`config.mk`:
```
export PLATFORM = sky130hd
export DESIGN_NAME = coulomb_learn
export DESIGN_NICKNAME = d
export VERILOG_FILES = /design/src/rtl/coulomb_learn_pkg.sv /design/src/rtl/cl_nominal.sv /design/src/rtl/cl_learn.sv /design/src/rtl/cl_hostregs.sv /design/src/rtl/coulomb_learn.sv
export SDC_FILE = /design/constraint.sdc
export NUM_CORES = 1
export LEC_CHECK = 0
export BUFFER_PORTS_ARGS = -buffer_cell sky130_fd_sc_hd__buf_2
export CAP_MARGIN = 0
export CORE_ASPECT_RATIO = 0.9
export CORE_MARGIN = 5
export CORE_UTILIZATION = 45
export DETAILED_ROUTE_END_ITERATION = 6
export PLACE_DENSITY_LB_ADDON = 0.3
export SLEW_MARGIN = 5
export SYNTH_ARGS = -nofsm -noshare
export SYNTH_HDL_FRONTEND = slang
export SYNTH_SLANG_ARGS = --single-unit
export TNS_END_PERCENT = 10
```
`constraint.sdc`:
```
create_clock -name clk -period 18.12 [get_ports clk]
set_clock_uncertainty 0.05 [all_clocks]
set_input_delay 1.812 -clock clk [delete_from_list [all_inputs] [get_ports clk]]
set_output_delay 1.812 -clock clk [all_outputs]
set_load 0.01 [all_outputs]
```
`src/rtl/coulomb_learn_pkg.sv`:
```
package coulomb_learn_pkg;
  typedef enum logic [1:0] {
    LS_IDLE   = 2'd0,
    LS_RUN    = 2'd1,
    LS_COMMIT = 2'd2
  } lstate_e;
endpackage

```
`src/rtl/cl_nominal.sv`:
```
module cl_nominal #(
  parameter int CW = 16,
  parameter int AW = 8
) (
  input  logic          clk,
  input  logic          rst,
  input  logic          ram_bad,
  input  logic          acc,
  input  logic          chg,
  input  logic          above,
  input  logic [AW-1:0] amt,
  input  logic [CW-1:0] lmd,
  input  logic          clamp_en,
  input  logic [CW-1:0] clamp_val,
  output logic [CW-1:0] nac,
  output logic [CW-1:0] dec
);
  logic [CW-1:0] amt_w;
  logic [CW:0]   sum;
  logic [CW-1:0] up_val;
  logic [CW-1:0] dn_val;

  always_comb begin
    amt_w  = CW'(amt);
    sum    = {1'b0, nac} + {1'b0, amt_w};
    up_val = (sum > {1'b0, lmd}) ? lmd : sum[CW-1:0];
    dn_val = (amt_w > nac) ? '0 : nac - amt_w;
    dec    = chg ? '0 : ((amt_w > nac) ? nac : amt_w);
  end

  always_ff @(posedge clk) begin
    if (rst) begin
      if (ram_bad) nac <= '0;
    end else if (clamp_en) begin
      if (nac > clamp_val) nac <= clamp_val;
    end else if (acc) begin
      if (chg) begin
        if (above) nac <= up_val;
      end else begin
        nac <= dn_val;
      end
    end
  end
endmodule

```
`src/rtl/cl_learn.sv`:
```
module cl_learn
  import coulomb_learn_pkg::*;
#(
  parameter int CW = 16
) (
  input  logic          clk,
  input  logic          rst,
  input  logic          ram_bad,
  input  logic          acc,
  input  logic          chg,
  input  logic          edv1,
  input  logic          lrn_ok,
  input  logic          full,
  input  logic [CW-1:0] dec,
  input  logic [CW-1:0] design_cap,
  input  logic [CW-1:0] comp_red,
  output logic [CW-1:0] lmd,
  output logic [CW-1:0] lmd_next,
  output lstate_e       state
);
  localparam int TW = CW + 2;

  logic [CW-1:0] removed;
  logic [TW-1:0] total;

  always_comb begin
    total    = TW'(removed) + TW'(design_cap >> 4) + TW'(comp_red);
    lmd_next = (|total[TW-1:CW]) ? '1 : total[CW-1:0];
  end

  always_ff @(posedge clk) begin
    if (rst) begin
      state   <= LS_IDLE;
      removed <= '0;
      if (ram_bad) lmd <= design_cap;
    end else begin
      unique case (state)
        LS_IDLE: begin
          if (acc && !chg && lrn_ok && full) begin
            removed <= dec;
            state   <= edv1 ? LS_COMMIT : LS_RUN;
          end
        end
        LS_RUN: begin
          if (acc) begin
            if (chg || !lrn_ok) begin
              state <= LS_IDLE;
            end else begin
              removed <= removed + dec;
              if (edv1) state <= LS_COMMIT;
            end
          end
        end
        LS_COMMIT: begin
          lmd   <= lmd_next;
          state <= LS_IDLE;
        end
        default: state <= LS_IDLE;
      endcase
    end
  end
endmodule

```
`src/rtl/cl_hostregs.sv`:
```
module cl_hostregs #(
  parameter int CW = 16
) (
  input  logic          clk,
  input  logic          rst,
  input  logic          rd_en,
  input  logic [1:0]    rd_addr,
  input  logic [CW-1:0] val0,
  input  logic [CW-1:0] val1,
  output logic [CW/2-1:0] rd_data
);
  localparam int HW = CW / 2;
  localparam int NREG = 2;

  logic [CW-1:0] vals [NREG];
  logic [HW-1:0] shadow [NREG];

  assign vals[0] = val0;
  assign vals[1] = val1;

  for (genvar g = 0; g < NREG; g++) begin : g_reg
    logic [HW-1:0] sh_q;
    logic          lo_hit;
    assign lo_hit = rd_en && !rd_addr[0] && (32'(rd_addr[1]) == g);
    always_ff @(posedge clk) begin
      if (rst)         sh_q <= '0;
      else if (lo_hit) sh_q <= vals[g][CW-1:HW];
    end
    assign shadow[g] = sh_q;
  end

  always_ff @(posedge clk) begin
    if (rst) begin
      rd_data <= '0;
    end else if (rd_en) begin
      rd_data <= rd_addr[0] ? shadow[rd_addr[1]] : vals[rd_addr[1]][HW-1:0];
    end
  end
endmodule

```
`src/rtl/coulomb_learn.sv`:
```
module coulomb_learn
  import coulomb_learn_pkg::*;
#(
  parameter int CW = 16,
  parameter int AW = 8
) (
  input  logic          clk,
  input  logic          rst,
  input  logic          ram_bad,
  input  logic          in_valid,
  output logic          in_ready,
  input  logic [AW-1:0] in_amt,
  input  logic          in_chg,
  input  logic          in_above_empty,
  input  logic          in_edv1,
  input  logic          in_lrn_ok,
  input  logic [CW-1:0] design_cap,
  input  logic [CW-1:0] comp_red,
  input  logic          rd_en,
  input  logic [1:0]    rd_addr,
  output logic [CW/2-1:0] rd_data
);
  logic [CW-1:0] nac_q;
  logic [CW-1:0] lmd_q;
  logic [CW-1:0] lmd_next;
  logic [CW-1:0] dec;
  lstate_e       st;
  logic          acc;
  logic          commit;

  assign commit   = (st == LS_COMMIT);
  assign in_ready = !commit;
  assign acc      = in_valid && in_ready;

  cl_nominal #(.CW(CW), .AW(AW)) u_nominal (
    .clk(clk), .rst(rst), .ram_bad(ram_bad), .acc(acc),
    .chg(in_chg), .above(in_above_empty), .amt(in_amt), .lmd(lmd_q),
    .clamp_en(commit), .clamp_val(lmd_next), .nac(nac_q), .dec(dec)
  );

  cl_learn #(.CW(CW)) u_learn (
    .clk(clk), .rst(rst), .ram_bad(ram_bad), .acc(acc), .chg(in_chg),
    .edv1(in_edv1), .lrn_ok(in_lrn_ok), .full(nac_q == lmd_q), .dec(dec),
    .design_cap(design_cap), .comp_red(comp_red), .lmd(lmd_q),
    .lmd_next(lmd_next), .state(st)
  );

  cl_hostregs #(.CW(CW)) u_host (
    .clk(clk), .rst(rst), .rd_en(rd_en), .rd_addr(rd_addr),
    .val0(nac_q), .val1(lmd_q), .rd_data(rd_data)
  );
endmodule

```
==> summary.md <==
| Metric | Value |
|---|---|
| Fmax | roughly 0.13 GHz |
| Final nets | 1104 |
| R2r worst-path depth | 26 |
| Power density cells | 68.3 nW/um^2 |
| Clock Tree Buf Depth | 2 |
| Post-Syn Area | 7740 sq um |
| DR iter-0 viols | about 540 |
| Avg Vias per Cell | 5.91 |
| Hold Path Class | reg2reg |
| Ys async rst share | 0 |
| Initial antenna violation count | 1 |
| Clk Latency, worst-skew pair | ~0.34 ns |
| Endpoint class of the critical path | register |
| R2R Path End | u_nominal.nac[15]$_SDFFCE_PP0P_ |
| CTS H-Tree Depth | 3 |
| Area leader, netlist | ha_1 |
| WL final | 21900 microns |
| Io pins | 60 |
| Post-DRT Antenna Nets | 0 |
| Seq/Total Area, Yosys | 0.233 |
| Core region area | 16900 sq um |
| Comb pwr share | 0.344 |
| Ranking of synthesized cells by area | ha_1, edfxtp_1, dfxtp_1, nor2_1, xnor2_1 |
| CTS Hold Bufs | 0 |
| CP Class | in2reg |
| Status | completed |
| Critical path data arrival time | 7.70 ns |
| Overflow left after global routing | 0 |
| Setup TNS | 0 ns |
| Worst setup startpoint | design_cap[4] |
| Clock power frac | 0.301 |
| Seq cells post-synth | 74 |
| Wire per inst | 18.7 microns |
| Area growth syn-to-layout | 8.67% |
| P_int | 0.368 mW |
| Worst hold path cell count | 2 |
| Vias in the first global route | 6620 |
| Full die area | 19900 sq um |
| Worst endpoint required time | 18.15 ns |
| All-Layer GR Usage | 0.221 |
| Commonest non-fill, non-tap cells in the layout | nor2_1, ha_1, a21oi_1, inv_1, buf_2 |
| Synth cell types | 71 |
| Placer congestion estimate | 0.950 |
| Vias | between 6000 and 7000 |
| Final Hold Viols | 0 |
| Number of synthesized flops with an enable pin | 32 |
| Max-slew headroom | 0.312 |
| Die Y | 134 microns |
| Num CTS Buffers | 9 |
| R2R setup slack | 11.69 ns |
| Syn avg cell area | between 8 and 9 sq um |
| Slew of the pin with the lowest slew margin | 1.03 ns |
| CTS tree | done |
| Layout cells sized above 1 | 0.125 |
| Number of I/O port buffers | 59 |
| Min Clock Period, post-route | 7.67 ns |
| Synthesis Warnings | 0 |
| Ys flop type | dfxtp_1 |
| Non-filler cells, final | around 1200 |
| HPWL after DPL | 17000 microns |
| Fin. max-slew vios | 0 |
| Crit path to | u_nominal.nac[15]$_SDFFCE_PP0P_ |
| Final-report setup violation count | 0 |
| Largest net degree at the start of global routing | between 40 and 50 |
| Area fraction of the dominant cell type after synthesis | 0.147 |
| DR DRC count | 0 |
| RSZ-0062 raised after global routing | false |
| First-pass GRT wire length | around 35000 microns |
| Switch share | 0.359 |
| Postcts setup bufs | 0 |
| DR pass1 iterations | 5 |
| Clk sinks | 74 |
| Max Cap Viol | 0 |
| DIE WIDTH | 148 microns |
| Cells after synthesis | 916 |
| Placed insts | 1157 |
| Root Buffer | clkbuf_16 |
| Clock-pin slew on the worst setup and hold paths | approximately 0.070 ns |
| Most common cell after layout, fill and taps aside | nor2_1 |
| Net switching power | 0.206 mW |
| Critical-path maximum fanout | 30 |
| Core Rows | 45 |
| Initial Util | 0.458 |
| Critical path launch point type | input pin |
| Seq pwr share | 0.356 |
| ANT cells | 0 |
| Post_cts resized | 0 |
| Tcrit/Tclk final | 0.423 |
| Leakage | 3.65 nW |
| Max VDD drop | 0.0393 mV |
| Reg2reg start | u_learn.removed[0]$_SDFFE_PP0P_ |
==> cell families (layout without fill, tap and decap cells) <==
family / count (synthesis) / in the layout / synth area share
simple gates: 282 / 282 / 0.178
compound gates: 249 / 249 / 0.219
buf+inv: 103 / 143 / 0.0622
fa+ha+maj: 96 / 96 / 0.160
flops: 74 / 74 / 0.233
xor+xnor: 72 / 72 / 0.0815
mux: 39 / 39 / 0.0655
other cells: 1 / 7 / 0.000485
==> metal layers <==
metal | vias up | routed length, microns | track usage | share of wire
met5 | - | 14 | 0 | 0.00064
met4 | 2 | 430 | 0.0539 | 0.020
met3 | 33 | 1480 | 0.0382 | 0.068
met2 | 240 | 9480 | 0.341 | 0.43
met1 | 3252 | 10500 | 0.320 | 0.48
li1 | 3406 | - | - | -
==> power groups by stage <==
stage / sequential, mW / clock (mW) / combinational [mW]
2_1_floorplan: 0.196 / 0 / 0.155
3_3_place_gp: 0.207 / 0 / 0.192
3_5_place_dp: 0.207 / 0 / 0.194
4_1_cts: 0.204 / 0.174 / 0.196
5_1_grt: 0.205 / 0.182 / 0.222
6_report: 0.204 / 0.173 / 0.197
==> synthesized netlist by cell type (15+ instances only) <==
| cell | instances |
|---|---|
| nor2_1 | 125 |
| ha_1 | 91 |
| a21oi_1 | 70 |
| inv_1 | 60 |
| xnor2_1 | 43 |
| dfxtp_1 | 42 |
| nand2_1 | 33 |
| edfxtp_1 | 32 |
| o21ai_0 | 30 |
| nand2b_1 | 29 |
| xor2_1 | 29 |
| clkbuf_1 | 25 |
| a211oi_1 | 24 |
| nor3_1 | 19 |
| o31a_1 | 19 |
| mux2i_1 | 18 |
| a221oi_1 | 16 |
| nand3_1 | 16 |
| a21o_1 | 15 |
==> flip-flops by register name, summed over array words and instances, names as in the netlist <==
name / flops
u_nominal.nac: 16
u_learn.removed: 16
u_learn.state: 2
u_host.g.sh_q: 16
u_learn.lmd: 16
u_host.rd_data: 8
==> how the worst min path moves through the flow <==
stage / startpoint / endpoint
after floorplan: u_host.g_reg[1].sh_q[0]$_SDFFE_PP0P_ / u_host.g_reg[1].sh_q[0]$_SDFFE_PP0P_
final: u_host.g_reg[1].sh_q[7]$_SDFFE_PP0P_ / u_host.g_reg[1].sh_q[7]$_SDFFE_PP0P_
after detailed placement: u_host.g_reg[1].sh_q[7]$_SDFFE_PP0P_ / u_host.g_reg[1].sh_q[7]$_SDFFE_PP0P_
after CTS: u_host.g_reg[1].sh_q[7]$_SDFFE_PP0P_ / u_host.g_reg[1].sh_q[7]$_SDFFE_PP0P_
after global placement: u_host.g_reg[1].sh_q[5]$_SDFFE_PP0P_ / u_host.g_reg[1].sh_q[5]$_SDFFE_PP0P_
after global routing: u_learn.removed[9]$_SDFFE_PP0P_ / u_learn.removed[9]$_SDFFE_PP0P_
==> through the flow <==
stage	instance area [sq um]	worst slack, ns	hold WS (ns)	utilization	power, mW
2_1_floorplan	7760	10.75	0.399	-	0.351
3_3_place_gp	8120	10.30	0.414	0.481	0.400
3_5_place_dp	8120	10.16	0.422	0.481	0.401
4_1_cts	8410	10.50	0.438	0.498	0.574
5_1_grt	8410	9.86	0.465	0.498	0.609
6_report	8410	10.45	0.437	0.498	0.575
==> cell type report <==
type                            count  area [sq um]
Sequential cell                    74          1800
Multi-Input combinational cell    745          5480
Clock inverter                      7          60.1
Clock buffer                        9           225
Timing Repair Buffer               66           348
Fill cell                        1636          8480
Tap cell                          211           264
Inverter                           61           229
==> critical path, cell delays in order <==
cell,delay (ns)
buf_2,0.10
ha_1,0.20
inv_1,0.07
fa_1,0.20
nand2b_1,0.17
a21oi_1,0.10
o41ai_1,0.55
o21ai_1,0.19
a31oi_1,0.43
xnor2_1,0.18
ha_1,0.30
nand4_1,0.14
a2bb2oi_1,0.16
o31ai_1,0.11
o21ai_0,0.28
or4b_1,0.51
a21o_1,0.53
nor2_1,0.22
ha_1,0.26
nor2b_1,0.13
o21ai_0,0.14
nand2b_1,0.08
a21oi_1,0.14
o21ai_0,0.09
a221oi_1,0.27
a21oi_1,0.11
buf_4,0.21
Note: power is estimated with default switching activity, not from simulation.
